### src/rtl/hc_bcast_pkg.sv
package hc_bcast_pkg;
  typedef enum logic {ST_IDLE, ST_RUN} hc_state_e;

  function automatic int unsigned phase_len(input int unsigned ts, input int unsigned tw,
                                            input int unsigned words);
    int unsigned len;
    len = ts + tw * words;
    return (len == 0) ? 1 : len;
  endfunction

  function automatic int unsigned safe_clog2(input int unsigned v);
    return (v > 1) ? $clog2(v) : 1;
  endfunction
endpackage

### src/rtl/hc_phase_timer.sv
module hc_phase_timer #(
  parameter int unsigned LEN = 7
) (
  input  logic clk,
  input  logic rst_n,
  input  logic clear,
  input  logic run,
  output logic last
);
  localparam int unsigned CNT_W = hc_bcast_pkg::safe_clog2(LEN);
  localparam logic [CNT_W-1:0] TOP = CNT_W'(LEN - 1);

  logic [CNT_W-1:0] cnt_q;

  assign last = run && (cnt_q == TOP);

  always_ff @(posedge clk) begin
    if (!rst_n || clear) begin
      cnt_q <= '0;
    end else if (run) begin
      cnt_q <= (cnt_q == TOP) ? '0 : cnt_q + 1'b1;
    end
  end
endmodule

### src/rtl/hc_sched.sv
module hc_sched
  import hc_bcast_pkg::*;
#(
  parameter int unsigned DIMS  = 3,
  parameter int unsigned DIM_W = 2
) (
  input  logic             clk,
  input  logic             rst_n,
  input  logic             offer,
  input  logic             phase_last,
  output logic             ready,
  output logic             accept,
  output logic             running,
  output logic             commit,
  output logic [DIM_W-1:0] dim,
  output logic             done
);
  localparam logic [DIM_W-1:0] LAST_DIM = DIM_W'(DIMS - 1);

  hc_state_e        state_q;
  logic [DIM_W-1:0] dim_q;
  logic             done_q;

  assign ready   = (state_q == ST_IDLE);
  assign running = (state_q == ST_RUN);
  assign accept  = ready && offer;
  assign commit  = running && phase_last;
  assign dim     = dim_q;
  assign done    = done_q;

  always_ff @(posedge clk) begin
    if (!rst_n) begin
      state_q <= ST_IDLE;
      dim_q   <= '0;
      done_q  <= 1'b0;
    end else begin
      done_q <= 1'b0;
      if (accept) begin
        state_q <= ST_RUN;
        dim_q   <= '0;
      end else if (commit) begin
        if (dim_q == LAST_DIM) begin
          state_q <= ST_IDLE;
          done_q  <= 1'b1;
        end else begin
          dim_q <= dim_q + 1'b1;
        end
      end
    end
  end
endmodule

### src/rtl/hc_node.sv
module hc_node #(
  parameter int unsigned ID     = 0,
  parameter int unsigned DIMS   = 3,
  parameter int unsigned DIM_W  = 2,
  parameter int unsigned DATA_W = 16
) (
  input  logic                       clk,
  input  logic                       rst_n,
  input  logic                       accept,
  input  logic [DATA_W-1:0]          src_word,
  input  logic                       commit,
  input  logic [DIM_W-1:0]           dim,
  input  logic [DIMS-1:0][DATA_W-1:0] nbr_data,
  input  logic [DIMS-1:0]            nbr_inf,
  output logic [DATA_W-1:0]          data,
  output logic                       informed
);
  localparam logic [DIMS-1:0] LABEL = DIMS'(ID);

  logic [DATA_W-1:0] data_q;
  logic              inf_q;
  logic              take;

  assign take     = commit && LABEL[dim] && nbr_inf[dim] && !inf_q;
  assign data     = data_q;
  assign informed = inf_q;

  always_ff @(posedge clk) begin
    if (!rst_n) begin
      data_q <= '0;
      inf_q  <= 1'b0;
    end else if (accept) begin
      if (ID == 0) begin
        data_q <= src_word;
        inf_q  <= 1'b1;
      end else begin
        inf_q <= 1'b0;
      end
    end else if (take) begin
      data_q <= nbr_data[dim];
      inf_q  <= 1'b1;
    end
  end
endmodule

### src/rtl/hc_bcast_top.sv
module hc_bcast_top #(
  parameter int unsigned DIMS      = 3,
  parameter int unsigned DATA_W    = 16,
  parameter int unsigned TS_CYC    = 3,
  parameter int unsigned TW_CYC    = 2,
  parameter int unsigned MSG_WORDS = 2,
  localparam int unsigned NODES    = 1 << DIMS
) (
  input  logic                     clk,
  input  logic                     rst_n,
  input  logic                     msg_valid,
  output logic                     msg_ready,
  input  logic [DATA_W-1:0]        msg_data,
  output logic [NODES*DATA_W-1:0]  node_data,
  output logic [NODES-1:0]         node_informed,
  output logic                     done
);
  localparam int unsigned PH_LEN = hc_bcast_pkg::phase_len(TS_CYC, TW_CYC, MSG_WORDS);
  localparam int unsigned DIM_W  = hc_bcast_pkg::safe_clog2(DIMS);

  logic             accept, running, commit, phase_last;
  logic [DIM_W-1:0] dim;
  logic [DATA_W-1:0] word_q [NODES];
  logic [NODES-1:0]  inf_q;

  hc_sched #(.DIMS(DIMS), .DIM_W(DIM_W)) u_sched (
    .clk(clk), .rst_n(rst_n), .offer(msg_valid), .phase_last(phase_last),
    .ready(msg_ready), .accept(accept), .running(running), .commit(commit),
    .dim(dim), .done(done)
  );

  hc_phase_timer #(.LEN(PH_LEN)) u_timer (
    .clk(clk), .rst_n(rst_n), .clear(accept), .run(running), .last(phase_last)
  );

  for (genvar n = 0; n < NODES; n++) begin : g_node
    logic [DIMS-1:0][DATA_W-1:0] link_data;
    logic [DIMS-1:0]             link_inf;

    for (genvar d = 0; d < DIMS; d++) begin : g_link
      assign link_data[d] = word_q[n ^ (1 << d)];
      assign link_inf[d]  = inf_q[n ^ (1 << d)];
    end

    hc_node #(.ID(n), .DIMS(DIMS), .DIM_W(DIM_W), .DATA_W(DATA_W)) u_node (
      .clk(clk), .rst_n(rst_n), .accept(accept), .src_word(msg_data),
      .commit(commit), .dim(dim), .nbr_data(link_data), .nbr_inf(link_inf),
      .data(word_q[n]), .informed(inf_q[n])
    );

    assign node_data[n*DATA_W +: DATA_W] = word_q[n];
  end

  assign node_informed = inf_q;
endmodule

### config.mk
export PLATFORM = sky130hd
export DESIGN_NAME = hc_bcast_top
export DESIGN_NICKNAME = d
export VERILOG_FILES = /design/src/rtl/hc_bcast_pkg.sv /design/src/rtl/hc_phase_timer.sv /design/src/rtl/hc_sched.sv /design/src/rtl/hc_node.sv /design/src/rtl/hc_bcast_top.sv
export SDC_FILE = /design/constraint.sdc
export NUM_CORES = 1
export LEC_CHECK = 0
export BUFFER_PORTS_ARGS = -buffer_cell sky130_fd_sc_hd__buf_2
export CAP_MARGIN = 20
export CORE_UTILIZATION = 50
export CTS_CLUSTER_DIAMETER = 120
export DETAILED_ROUTE_END_ITERATION = 10
export PLACE_DENSITY = 0.82
export SYNTH_ARGS = -nofsm -noshare
export SYNTH_HDL_FRONTEND = slang
export SYNTH_HIERARCHICAL = 1
export SYNTH_SLANG_ARGS = --single-unit
export TNS_END_PERCENT = 1
### constraint.sdc
create_clock -name clk -period 2.4 [get_ports clk]
set_input_delay 0.24 -clock clk [delete_from_list [all_inputs] [get_ports clk]]
set_output_delay 0.24 -clock clk [all_outputs]
set_load 0.03 [all_outputs]
---- After elaboration in Yosys (flattened, before gate mapping) ----
Index checks and enable logic that the tools add are counted.
operators by class
  add/subtract/negate cells ............... 2
  $lt $le $gt $ge ......................... 1
  equal/unequal tests ..................... 2
  muxes and demuxes ....................... 57
  bitwise logic cells ..................... 5
  reduce and logical (&&, ||, !) cells .... 51
operators by type and width
  operator                                                                      count
  16-bit binary-select mux with 2-bit select                                    8
  16-bit two-way mux                                                            10
  1-bit binary-select mux with 2-bit select                                     16
  1-bit logical AND                                                             27
  1-bit two-way mux                                                             22
  2-bit AND reduction                                                           9
  1-bit logical NOT                                                             9
  2-bit nonzero test                                                            3
  1-bit NOT                                                                     5
  3-bit by 1-bit adder with 3-bit output, second input constant                 1
  3-bit equality test, second input constant                                    1
  2-bit by 3-bit less-than comparator with 1-bit output, second input constant  1
  3-bit two-way mux                                                             1
  3-bit OR reduction                                                            1
  2-bit by 1-bit adder with 2-bit output, second input constant                 1
  2-bit equality test, second input constant                                    1
  2-bit OR reduction                                                            1
  1-bit logical OR                                                              1
word-level totals
  flip-flop bits (word level) ............. 143
  input port bits ......................... 19
  output and inout bits ................... 138
  word-level logic and storage cells ...... 138

---- Logic depth before layout (Yosys ltp) ----
Gate-level depths: netlist of run 1.
  word-level depth ........................ 8
  depth in mapped cells ................... 8
  depth with buffers taken out ............ 7

---- Hierarchy ----
Netlist of run 1, hierarchy kept.
modules (own cells, without submodules)
  module                       instances  cells an instance  area an instance (sq um)
  hc_node at g_node[6].u_node  1          122                1,146.1
  hc_node at g_node[7].u_node  1          101                1,073.5
  hc_node at g_node[3].u_node  1          99                 1,034.7
  hc_node at g_node[5].u_node  1          81                 880.8
  hc_node at g_node[2].u_node  1          76                 770.7
  hc_node at g_node[1].u_node  1          75                 714.4
  hc_node at g_node[4].u_node  1          75                 710.7
  hc_node at g_node[0].u_node  1          53                 643.1
  hc_sched                     1          18                 173.9
  hc_phase_timer               1          17                 143.9

---- Worst setup path after synthesis of run 1 ----
No wires, ideal clock.
  path type ............................... register to register
  start ................................... reg u_sched.state_q, in the netlist u_sched/running
  end ..................................... reg g_node[6].u_node.data_q[0]
  setup time .............................. 0.083 ns
  data arrival time ....................... 2.276 ns
  slack ................................... 0.042 ns
  cell stages (with the launch flop) ...... 7
  path buffers ............................ 2
  path through ............................ dfxtp_1 > nor2b_1 > or3b_2 > clkbuf_1 > clkbuf_1 > nand3_1 > o221ai_2
RTL lines
  what                           line                RTL
  from (decl)                    hc_sched.sv:20      hc_state_e state_q;
  from (signal assigned)         hc_sched.sv:33      state_q <= ST_IDLE;
  from (signal assigned)         hc_sched.sv:39      state_q <= ST_RUN;
  from (signal assigned)         hc_sched.sv:43      state_q <= ST_IDLE;
  1-bit NOT                      hc_sched.sv:24      assign ready = (state_q == ST_IDLE);
  1-bit logical AND              hc_sched.sv:26      assign accept = ready && offer;
  via accept                     hc_bcast_top.sv:21  logic accept, running, commit, phase_last;
  1-bit NOT (no line)            -
  2-bit AND reduction (no line)  -
  to (signal assigned)           hc_node.sv:34       data_q <= src_word;
  to (signal assigned)           hc_node.sv:40       data_q <= nbr_data[dim];
  to (decl)                      hc_node.sv:20       logic [DATA_W-1:0] data_q;
The timed path passes the listed nets, and every way through them passes these cells.
A chain may end at the register's enable or synchronous reset.

---- Final worst setup path of run 1 ----
  start ................................... reg u_timer.cnt_q[1]
  end ..................................... reg g_node[7].u_node.data_q[13]
between the ends
  word-level cells in the longest chain between the ends .. 7
ends and longest elaborated chain
  what                             line                  RTL
  from (decl)                      hc_phase_timer.sv:13  logic [CNT_W-1:0] cnt_q;
  from (signal assigned)           hc_phase_timer.sv:21  cnt_q <= (cnt_q == TOP) ? '0 : cnt_q + 1'b1;
  3-bit equality test              hc_phase_timer.sv:15  assign last = run && (cnt_q == TOP);
  1-bit logical AND                hc_phase_timer.sv:15
  via phase_last                   hc_bcast_top.sv:21
  1-bit logical AND                hc_sched.sv:27        assign commit = running && phase_last;
  via commit                       hc_bcast_top.sv:21
  1-bit logical AND (3 in series)  hc_node.sv:24         assign take = commit && LABEL[dim] && nbr_inf[dim] && !inf_q;
  2-bit AND reduction (no line)    -
  to (signal assigned)             hc_node.sv:34
  to (signal assigned)             hc_node.sv:40
  to (decl)                        hc_node.sv:20
The timed path passes the listed nets, and every way through them passes these cells.

==> results.cfg, run 1 <==
[yosys]
async_reset_ff_share_pct = 0
synth_warnings = 6
synth-seq-area-share_pct = 39.3
synth.distinct_cells = 59
syn-num-nets = 737
synthFlopType = dfxtp_1
syn_inst = 717
synth_area_per_cell_um2 = 10.2
netlist_area_mm2 = 0.00729
synth_enable_flop_cells = 0
synth_seq_cells = 143

[worst_setup_path]
reg2reg_depth = 7
start_kind = register
cp_top_family = simple AND/OR/NAND/NOR gates
worstSetupPathDepth = 7
crit_buf_inv = 0
path_class = register to register
critPathRequiredTime_ns = 2.72
slowest_stage = or3b_1
worst-endpoint-arrival_ns = 2.50
slowest_delay_ns = 0.66
cp-end-kind = register
worstPathCellList = nand2_1, nor3b_2, and2_1, or3b_1, a21oi_1, o21ai_0, o221a_1
cp_max_fo = 17

[cts]
path_clk_slew_ns = 0.06
clk_latency_ns = 0.43
cts.sink_count = 143
cts_root_buf = clkbuf_16
cts_tree = done
cts_buffers = 17
h-tree-depth = 4
cts_hold_buf = 0
cts_buffer_depth = 2

[place]
routabilityCongestion = 0.956
dp_hpwl_um = 14700
placed_area_mm2 = 0.00808
io_buffer_count = 156

[drt]
vias = 6250
drc = 0
wl_per_cell_um = 19.4
drtAntennaViolNets = 0
drt_iter0_drc = 591
dr.pass1.iters = 5
drt-total-wl_um = 20400
viasPerCell = 5.96

[die]
die_area_mm2 = 0.0151
io_pins = 157
rows = 43
die_y_um = 123
core_area_mm2 = 0.0140
die_w_um = 123
initial_core_util_pct = 51.9

[run_status]
status = finished clean

[timing]
maxSlewViolCount = 0
final.min_clock_period_ns = 2.18
relSlewSlack_pct = 34.8
worst_pin_slew_ns = 0.977
timing_hold_violations_final = 0
rsz0062_at_grt = no
clock.fmax_mhz = 459
period_share_pct = 90.8
setup_tns_ns = 0
fin_skew_ns = 0.00726
setup_viol = 0

[run]
cap_violations = 0

[power_and_ir_drop]
ir_worst_vdd_uv = 454
leakagePower_uw = 0.00335
powerDensity_mw_per_mm2 = 669

[final_layout]
drive_above_1_share_pct = 30.2
mostFrequentLayoutCells = buf_2 (155), dfxtp_1 (141), mux2i_1 (128), nand2_1 (102), buf_4 (28)
antenna_cells = 0
area_delta_synth_final_pct = 19.7
final_area_mm2 = 0.00873
fill_cells = 1174
nets = 876
final_common_cell = buf_2

[worst_hold_path]
hold_path_class = input port to register
hold_depth = 3

[global_routing]
grt-ovfl-total = 0
grt_pass1_wl_um = 31500
antenna_found_initial = 0
grt_usage_pct = 27.7
grt_start_max_net_pins = 97
grt_pass1_vias = 5689
-- per-stage QoR --
step,instances,power [uW],utilization [%],setup slack (ns),hold slack (ns)
finish,1048,5840,62.1,0.220,0.0700
global route,1048,6030,62.1,0.0372,0.0746
CTS,1045,5860,62.0,0.138,0.0604
detailed placement,1014,3050,57.5,0.204,0.485
global placement,1014,3040,57.5,0.225,0.480
floorplan,717,2910,-,0.0420,0.368
-- area by class of cell --
type / count / area [um2] / area share, %
Multi-Input combinational cell: 500 / 3970 / 45.4
Sequential cell: 143 / 2870 / 32.9
Timing Repair Buffer: 184 / 1010 / 11.5
Clock buffer: 19 / 433 / 4.96
Tap cell: 180 / 225 / 2.58
Clock inverter: 12 / 191 / 2.19
Inverter: 10 / 37.5 / 0.430
-- registers in the layout, indices dropped and copies added, names as in the netlist --
name,cells
g_node.u_node/data,128
g_node.u_node/informed,8
u_timer/cnt_q,3
u_sched/dim,2
u_sched/done,1
u_sched/running,1
-- per-layer routing --
metal / up-vias / part of all wire, % / track usage (%)
li1: 2908 / - / -
met1: 3028 / 45 / 39.0
met2: 269 / 45 / 39.5
met3: 45 / 7.3 / 6.32
met4: 0 / 3.4 / 13.3
met5: - / 0 / 0
-- worst min-delay path, cell delays in order --
cell     delay (ns)
buf_2          0.07
mux2i_1        0.05
nor2b_1        0.09
-- cell usage after synthesis (3+ instances only) --
master     instances  area, um2
dfxtp_1          143       2860
mux2i_1          128       1280
nand2_1          102        383
clkbuf_1          27        101
a21oi_1           23        115
nor2b_1           19        119
and2_1            18        113
nand3b_1          18        135
nand3_1           17       85.1
a2bb2oi_1         16        140
o211ai_1          16        120
o21a_1            16        120
buf_6             15        169
o2bb2ai_1         15        131
o31a_1            15        131
buf_2             12       60.1
a211oi_2          11        138
o221a_1           11        124
inv_1             10       37.5
o221ai_2          10        150
nand2b_1           7       43.8
o221a_2            6       67.6
o221ai_1           6       52.6
a211oi_1           5       37.5
buf_1              4       15.0
buf_12             4       80.1
nor2_1             3       11.3
-- where the power goes --
group	switching (uW)	total, uW	internal [uW]
clock network	1000	2830	1830
logic	313	486	173
registers	80.5	2520	2440
-- path summary, 6_finish.rpt --
path / from / endpoint / slack [ns]
max: u_timer/cnt_q[1] / g_node[7].u_node/data[13] / 0.22
min: msg_data[0] / g_node[0].u_node/data[0] / 0.07
max reg2reg: u_timer/cnt_q[1] / g_node[7].u_node/data[13] / 0.22
min reg2reg: u_timer/cnt_q[1] / u_timer/cnt_q[1] / 0.50
-- cell families after synthesis --
group / share of synthesized area, %
buf+inv: 6.57
compound gates: 19.5
simple gates: 16.2
mux: 18.2
flops: 39.3
fa+ha+maj: 0.172
xor+xnor: 0.120
-- repair_timing --
item                       in CTS  in global routing
setup buffers                   0                  3
hold endpoints to repair        0                  0
gates resized for setup         0                  1
setup endpoints to repair       0                  7
Power figures use the tool's default switching activity.
==> inputs of run 2 (changes only) <==
ABC_CLOCK_PERIOD_IN_PS = 2400   (was unset)
CORE_UTILIZATION = 45   (was 50)
PLACE_DENSITY = 0.76   (was 0.82)
==> run 2 against run 1 <==
Setup slack got worse by 0.045 ns. Non-clock buffer count decreased by 4. Wire length decreased by 0.80%. Critical path type unchanged. Critical endpoint is now g_node[6].u_node/data[4]. Clock skew decreased by 0.0012 ns. Hold slack improved by 0.0097 ns. Core utilization decreased by 7.3 points. Total power decreased by 6.4%. Largest cell class unchanged.
==> results.cfg, run 2 (synthesis gave the netlist of run 1 again) <==
[power_and_ir_drop]
ir_worst_vdd_uv = 461
leakagePower_uw = 0.00330
powerDensity_mw_per_mm2 = 629
power_uw = 5460

[final_layout]
mostFrequentLayoutCells = buf_2 (155), dfxtp_1 (141), mux2i_1 (128), nand2_1 (102)
largest_reg_flops = 128
final_common_cell = buf_2
drive_above_1_share_pct = 29.8
antenna_cells = 0
area_delta_synth_final_pct = 19.1
nets = 872

[drt]
dr.pass1.iters = 7
drtAntennaViolNets = 0
vias = 6088
viasPerCell = 5.63
drt_iter0_drc = 510
drt-total-wl_um = 20200
drc = 0
wl_per_cell_um = 18.7

[global_routing]
grt_pass1_vias = 5498
antenna_found_initial = 0
grt-ovfl-total = 0
grt_usage_pct = 24.2
grt_pass1_wl_um = 30900
grt_start_max_net_pins = 114

[timing]
setup_tns_ns = 0
period_share_pct = 92.7
final.min_clock_period_ns = 2.23
timing_hold_violations_final = 0
clock.fmax_mhz = 449
rsz0062_at_grt = no
setup_viol = 0
maxSlewViolCount = 0
worst_hold_slack_ns = 0.0797
fin_skew_ns = 0.00604
worst_pin_slew_ns = 0.798
relSlewSlack_pct = 46.8
worst_slack_ns = 0.175

[worst_setup_path]
worstPathCellList = nand2_1, nor3b_2, and2_1, nand2b_1, a2111o_1, o221ai_1
start_kind = register
slowest_delay_ns = 0.73
critPathRequiredTime_ns = 2.73
path_class = register to register
cp_top_family = compound AO/OA/AOI/OAI gates
cp_max_fo = 16
r2r-start = u_timer/cnt_q[1]
cp-end-kind = register
reg2reg_depth = 6
r2r_setup_slack_ns = 0.17
crit_buf_inv = 0
worst-endpoint-arrival_ns = 2.55
slowest_stage = a2111o_1
reg2reg_to = g_node[6].u_node/data[4]

[die]
core_area_mm2 = 0.0158
io_pins = 157
die_y_um = 129
rows = 46
initial_core_util_pct = 46.1
die_w_um = 129
die_area_mm2 = 0.0167

[run]
cap_violations = 0

[cts]
cts_buffers = 17
cts_buffer_depth = 2
h-tree-depth = 4
cts.sink_count = 143
path_clk_slew_ns = 0.06
clk_latency_ns = 0.41
cts_hold_buf = 0
cts_root_buf = clkbuf_16
cts_tree = done

[place]
io_buffer_count = 156
routabilityCongestion = 0.937
dp_hpwl_um = 14900
dp_slack_ns = 0.0765

[worst_hold_path]
min_to = g_node[0].u_node/data[13]
hold_path_class = input port to register
worstHoldStart = msg_data[13]
hold_depth = 3

[run_status]
status = finished clean
## run 2: cell count changes in the layout (fill, tap and decap cells not counted), sizes merged
cell / change
buf: -4
bufinv: -4
clkbuf: +3
clkinvlp: +2
clkinv: +1
inv: -1
## run 2: per-stage QoR
stage | util, % | cells | area (um2)
detailed placement | 51.3 | 1047 | 8110
global placement | 51.3 | 1047 | 8110
CTS | 54.8 | 1079 | 8670
global route | 54.9 | 1081 | 8680
floorplan | - | 717 | 7290
finish | 54.9 | 1081 | 8680
## run 2: worst register-to-register path, cell delays in order, from the launching register on
cell and delay (ns):
dfxtp_1 0.38, nand2_1 0.10, nor3b_2 0.18, and2_1 0.30, nand2b_1 0.11, a2111o_1 0.73
o221ai_1 0.33
## run 2: cell type report
cell class                      count  area (um2)
Inverter                           10        37.5
Sequential cell                   143        2870
Multi-Input combinational cell    500        3970
Clock inverter                     10        88.8
Clock buffer                       22         464
Timing Repair Buffer              180         988
Tap cell                          216         270
Fill cell                        1382        7140
## run 2: routing by layer
metal	routed length (um)	track usage, %
met1	9220	33.1
met4	449	9.00
met3	1430	5.57
met2	9100	37.2
met5	0	0
## run 2: what timing repair did
item / 4_1_cts / 5_1_grt
endpoints found under the setup margin: 0 / 16
buffers inserted: 0 / 2
gates resized for setup: 0 / 2
endpoints found under the hold margin: 0 / 0
## run 2: how the worst max path moves through the flow
stage	to	from	cells past startpoint	slack [ns]
after global placement	g_node[7].u_node/data[13]	u_timer/cnt_q[1]	6	0.15
after detailed placement	g_node[7].u_node/data[13]	u_timer/cnt_q[1]	6	0.08
after global routing	g_node[6].u_node/data[7]	u_timer/cnt_q[1]	6	0.02
after floorplan	g_node[6].u_node/data[0]	u_sched/running	6	0.04
after CTS	g_node[7].u_node/data[13]	u_timer/cnt_q[1]	6	0.07
final	g_node[6].u_node/data[4]	u_timer/cnt_q[1]	6	0.17
## run 2: power by group
group	internal [uW]	total, uW	switching [uW]
registers	2440	2520	78.0
clock network	1470	2460	992
logic	174	480	307
